===== config.mk =====
export PLATFORM = sky130hd
export DESIGN_NAME = seg_addr_mapper
export DESIGN_NICKNAME = d
export VERILOG_FILES = /design/src/rtl/seg_addr_mapper.sv
export SDC_FILE = /design/constraint.sdc
export NUM_CORES = 1
export LEC_CHECK = 0
export ABC_AREA = 1
export BUFFER_PORTS_ARGS = -buffer_cell sky130_fd_sc_hd__buf_2
export CAP_MARGIN = 20
export CORE_MARGIN = 2
export CORE_UTILIZATION = 39
export CTS_CLUSTER_DIAMETER = 40
export CTS_CLUSTER_SIZE = 20
export DETAILED_ROUTE_END_ITERATION = 8
export PLACE_DENSITY = 0.82
export SLEW_MARGIN = 25
export SYNTH_ARGS = -nofsm -noshare
export SYNTH_HDL_FRONTEND = slang
export SYNTH_SLANG_ARGS = --single-unit

===== constraint.sdc =====
create_clock -name clk -period 1.1 [get_ports clk]
set_clock_uncertainty 0.2 [all_clocks]
set_input_delay 0.275 -clock clk [delete_from_list [all_inputs] [get_ports clk]]
set_output_delay 0.275 -clock clk [all_outputs]
set_load 0.1 [all_outputs]

===== src/rtl/seg_addr_mapper.sv =====
module seg_addr_mapper #(
  parameter int AW = 32,
  parameter logic [AW-1:0] USER_OFFSET = 32'h4000_0000,
  parameter bit REG_OUT = 1'b1
) (
  input  logic          clk,
  input  logic          rst_n,
  input  logic          req_valid,
  input  logic [AW-1:0] vaddr,
  input  logic          user_mode,
  output logic          out_valid,
  output logic [AW-1:0] paddr,
  output logic          cacheable,
  output logic          addr_err
);

  localparam int SEG_W = 3;
  localparam int LOW_W = AW - SEG_W;

  logic [SEG_W-1:0] seg;
  logic             fault;
  logic [AW-1:0]    map_addr;
  logic             map_cach;
  logic             n_valid, n_err, n_cach;
  logic [AW-1:0]    n_paddr;

  assign seg   = vaddr[AW-1 -: SEG_W];
  assign fault = user_mode & seg[SEG_W-1];

  always_comb begin
    map_addr = vaddr;
    map_cach = 1'b1;
    unique casez (seg)
      3'b0??: map_addr = vaddr + USER_OFFSET;
      3'b100: map_addr = {{SEG_W{1'b0}}, vaddr[LOW_W-1:0]};
      3'b101: begin
        map_addr = {{SEG_W{1'b0}}, vaddr[LOW_W-1:0]};
        map_cach = 1'b0;
      end
      default: map_addr = vaddr;
    endcase
  end

  assign n_valid = req_valid & ~fault;
  assign n_err   = req_valid & fault;
  assign n_paddr = n_valid ? map_addr : '0;
  assign n_cach  = n_valid & map_cach;

  generate
    if (REG_OUT) begin : g_reg
      always_ff @(posedge clk) begin
        if (!rst_n) begin
          out_valid <= 1'b0;
          paddr     <= '0;
          cacheable <= 1'b0;
          addr_err  <= 1'b0;
        end else begin
          out_valid <= n_valid;
          paddr     <= n_paddr;
          cacheable <= n_cach;
          addr_err  <= n_err;
        end
      end

      assert_user_fault_R5: assert property (@(posedge clk) disable iff (!rst_n)
        req_valid && user_mode && vaddr[AW-1] |=> addr_err && !out_valid && !cacheable);

      assert_uncached_window_R3: assert property (@(posedge clk) disable iff (!rst_n)
        req_valid && !user_mode && vaddr[AW-1 -: SEG_W] == 3'b101
        |=> out_valid && !cacheable && paddr[AW-1 -: SEG_W] == 3'b000);

      assert_user_reloc_R1: assert property (@(posedge clk) disable iff (!rst_n)
        req_valid && !vaddr[AW-1]
        |=> out_valid && cacheable && paddr == $past(vaddr) + USER_OFFSET);

      assert_top_identity_R4: assert property (@(posedge clk) disable iff (!rst_n)
        req_valid && !user_mode && vaddr[AW-1 -: 2] == 2'b11
        |=> out_valid && cacheable && paddr == $past(vaddr));

      assert_idle_quiet_R7: assert property (@(posedge clk) disable iff (!rst_n)
        !req_valid |=> !out_valid && !addr_err);
    end else begin : g_comb
      assign out_valid = n_valid;
      assign paddr     = n_paddr;
      assign cacheable = n_cach;
      assign addr_err  = n_err;
    end
  endgenerate

endmodule


==> run_results.csv, run 1 <==
group,metric,value,unit
status,outcome,"stopped before the end",
status,lastStage,"4_1_cts",
status,error_line,"[ERROR DPL-0033] detailed placement checks failed during check placement.",
synthesis,yosysUniqueCellTypes,9,
clock_network,cts_htree_levels,2,
clock_network,cts_buffer_depth,2,
clock_network,numCtsBuffers,5,
die,ios,71,
synthesis,syn_area_per_cell,9.18,um2
clock_network,cts_resized,0,
synthesis,syn-num-nets,150,
place,routabilityCongestion,0.752,
die,die_w,55.8,um
synthesis,syn_inst,114,
place,post_dp_cell_area,2100,um2
place,portBuffers,70,
clock_network,ctsHoldBuffers,30,
synthesis,ys_seq_elements,35,
die,placementRows,18,
place,dp_hpwl,2280,um
clock_network,post-cts-setup-buffers,0,
synthesis,yosysSeqAreaShare,67.0,%
synthesis,netlist_area,1050,um2
clock_network,cts.sinks,35,
die,start_util,41.8,%
clock_network,root_buffer,"clkbuf_4",
synthesis,ys_warn_count,0,
die,die_y,55.8,um
-- Yosys cell counts --
cell / n / area, um2
clkinv_2: 1 / 5.00
inv_1: 32 / 120
nor2_1: 29 / 109
nor2_2: 6 / 37.5
dfxtp_1: 35 / 701
nand2_1: 6 / 22.5
buf_6: 3 / 33.8
nand2_4: 1 / 11.3
nand2_2: 1 / 6.26
-- logic make-up after synthesis --
family	Yosys count	share of synthesized area, %
buffers and inverters	36	15.2
DFF	35	67.0
and+or+nand+nor	43	17.8
-- through the flow --
step / std cells / setup WS [ns] / TNS (ns) / hold slack (ns)
after detailed placement: 213 / -0.0738 / -1.60 / 0.286
after global placement: 213 / -0.0171 / -0.301 / 0.285
after floorplan: 114 / 0.104 / 0 / 0.178
==> run 2, diff against run 1 <==
--- a/config.mk
+++ b/config.mk
@@ -8,12 +8,10 @@
 export ABC_AREA = 1
 export BUFFER_PORTS_ARGS = -buffer_cell sky130_fd_sc_hd__buf_2
 export CAP_MARGIN = 20
-export CORE_MARGIN = 2
-export CORE_UTILIZATION = 39
-export CTS_CLUSTER_DIAMETER = 40
-export CTS_CLUSTER_SIZE = 20
+export CORE_AREA = 2 2 63 65
 export DETAILED_ROUTE_END_ITERATION = 8
-export PLACE_DENSITY = 0.82
+export DIE_AREA = 0 0 65 67
+export PLACE_DENSITY_LB_ADDON = 0.15
 export SLEW_MARGIN = 25
 export SYNTH_ARGS = -nofsm -noshare
 export SYNTH_HDL_FRONTEND = slang
==> run_results.csv, run 2 <==
group,metric,value,unit
grt,antenna_found_initial,0,
setup_path,required,0.62,ns
synthesis,ys_async_sr_fraction,0,%
finish,largest_reg_flops,32,
synthesis,synth_top_area_cell,"dfxtp_1",
clock_network,cts.sinks,35,
routing,wl_per_cell,9.39,um
worst_hold_path,hold_class,"in -> reg",
grt,grt_use_met1,12.7,%
sta,worstMarginPinSlew,0.0976,ns
power,p_total,0.00292,W
setup_path,cp_cell_sequence,"buf_12",
die,die_y,67,um
grt,grt.busiest_layer,"met2",
flow_run,drv_cap,0,
worst_hold_path,hold_start,"vaddr[28]",
power,vdd_drop_max,874,uV
die,placementRows,22,
routing,antenna_left,0,
synthesis,synth_top_area_share,67.0,%
sta,hold_viol_final,0,
synthesis,yosysSeqAreaShare,67.0,%
place,portBuffers,70,
finish,area_growth,132,%
synthesis,synthFlopType,"dfxtp_1",
routing,wl,2460,um
grt,grt_pass1_wl,4130,um
power,p_leak,1.18,nW
synthesis,syn_area_per_cell,9.18,um2
worst_hold_path,holdPathEnd,"paddr[28]$_SDFF_PN0_",
place,dp_hpwl,1860,um
setup_path,end_kind,"output pin",
routing,route.detailed.drc,0,
clock_network,tritoncts,"built",
sta,setup_slack,-0.176,ns
die,core,3610,um2
power,powerDensity,1200,nW/um2
grt,grt_max_degree,20,
synthesis,synth_commonest_cells,"35 x dfxtp_1, 32 x inv_1, 29 x nor2_1",
setup_path,worstSetupPathType,"reg -> out",
synthesis,synthTopCellsByArea,"dfxtp_1 67%, inv_1 11%, nor2_1 10%",
finish,n_fill_cell,277,
finish,final_area,2430,um2
place,post_dp_cell_area,2130,um2
setup_path,start_kind,"register",
finish,layout_commonest_cell,"buf_12",
worst_hold_path,hold_depth,3,
die,ios,71,
setup_path,crit_slowest_cell,"dfxtp_4",
grt,grt_usage,13.0,%
finish,layout_common_cells,"37 x buf_12, 35 x dfxtp_4, 35 x buf_2",
synthesis,ys_seq_elements,35,
finish,fin_util,67.3,%
routing,vias,988,
place,routabilityCongestion,0.663,
sta,period_share,116,%
finish,finalNetCount,249,
finish,drive_gt1_share,57.5,%
setup_path,cp.arrival,0.80,ns
synthesis,yosysUniqueCellTypes,9,
clock_network,cts_htree_levels,2,
routing,first_pass_iters,2,
routing,drt_iter0_drc,17,
setup_path,cp_top_family,"flip-flops",
synthesis,yosysMostFrequentCell,"dfxtp_1",
sta,layout_min_cycle_time,1.28,ns
setup_path,slowest_delay,0.35,ns
die,start_util,29.0,%
routing,via_per_inst,3.77,
synthesis,ys_warn_count,0,
sta,rsz0062_at_grt,"true",
clock_network,root_buffer,"clkbuf_8",
clock_network,cts_resized,0,
clock_network,path_clk_slew,0.06,ns
sta,setup_tns,-5.84,ns
grt,grt_pass1_vias,996,
clock_network,numCtsBuffers,5,
place,dp_slack,-0.0454,ns
status,violations,"negative setup slack",
grt,grt_use_met2,22.6,%
sta,max-slew-margin-rel,93.5,%
status,outcome,"complete, but fails checks",
sta,drv_slew,0,
grt,met3_usage,6.59,%
sta,clock.fmax,784,MHz
synthesis,synth-edff-count,0,
synthesis,netlist_area,1050,um2
finish,regMostFlops,"paddr",
synthesis,syn_inst,114,
clock_network,cts_buffer_depth,2,
die,die_area,4360,um2
die,die_w,65,um
grt,gr-total-overflow,0,
finish,n_antenna_cell,0,
synthesis,syn-num-nets,150,
setup_path,crit_buf_inv,1,
sta,finalSetupViolations,35,
setup_path,path_max_fanout,1,
## run 2: cell counts after synthesis
Identical to the previous run, type by type.
## run 2: area by class of cell
cell class / instances / area [um2] / share of cell area (%)
Sequential cell: 35 / 832 / 34.3
Multi-Input combinational cell: 43 / 186 / 7.68
Inverter: 33 / 125 / 5.15
Tap cell: 48 / 60.1 / 2.47
Timing Repair Buffer: 95 / 1140 / 47.1
Clock buffer: 7 / 76.3 / 3.14
Clock inverter: 1 / 5.00 / 0.206
## run 2: through the flow
| stage | cells | hold slack [ns] |
|---|---|---|
| 2_1_floorplan | 114 | 0.178 |
| 3_3_place_gp | 232 | 0.281 |
| 3_5_place_dp | 232 | 0.286 |
| 4_1_cts | 260 | 0.000217 |
| 5_1_grt | 262 | 0.0159 |
| 6_report | 262 | 0.00574 |
## run 2: what timing repair did
action                                 4_1_cts  5_1_grt
setup buffers                                0        0
hold buffers                                20        2
endpoints found under the hold margin       20        2
setup endpoints to repair                   35       35
## run 2: how the worst max path moves through the flow
stage / end / depth (start not counted) / from
floorplan: paddr[31]$_SDFF_PN0_ / 5 / rst_n
global placement: paddr[25]$_SDFF_PN0_ / 6 / rst_n
detailed placement: paddr[9]$_SDFF_PN0_ / 6 / rst_n
CTS: paddr[30] / 1 / paddr[30]$_SDFF_PN0_
global route: paddr[31] / 1 / paddr[31]$_SDFF_PN0_
finish: paddr[30] / 1 / paddr[30]$_SDFF_PN0_
## run 2: power breakdown
part	total (W)	switching (W)	internal, W
clock network	0.000844	0.000401	0.000443
registers	0.00130	0.0000375	0.00127
logic	0.000770	0.000455	0.000315
total	0.00292	0.000894	0.00202
## run 2: routing by layer
layer / part of all wire [%] / up-vias / routed length, um
met5: 0 / - / 0
met4: 1.9 / 0 / 47
met3: 11 / 7 / 261
met2: 48 / 49 / 1190
met1: 39 / 429 / 961
li1: - / 503 / -
## run 2: cells by family (layout without fill, tap and decap cells)
family                 Yosys count  in the layout  synth area share, %
buffers and inverters           36            136                 15.2
flip-flops                      35             35                 67.0
AND/OR/NAND/NOR                 43             43                 17.8
Power figures use the tool's default switching activity.
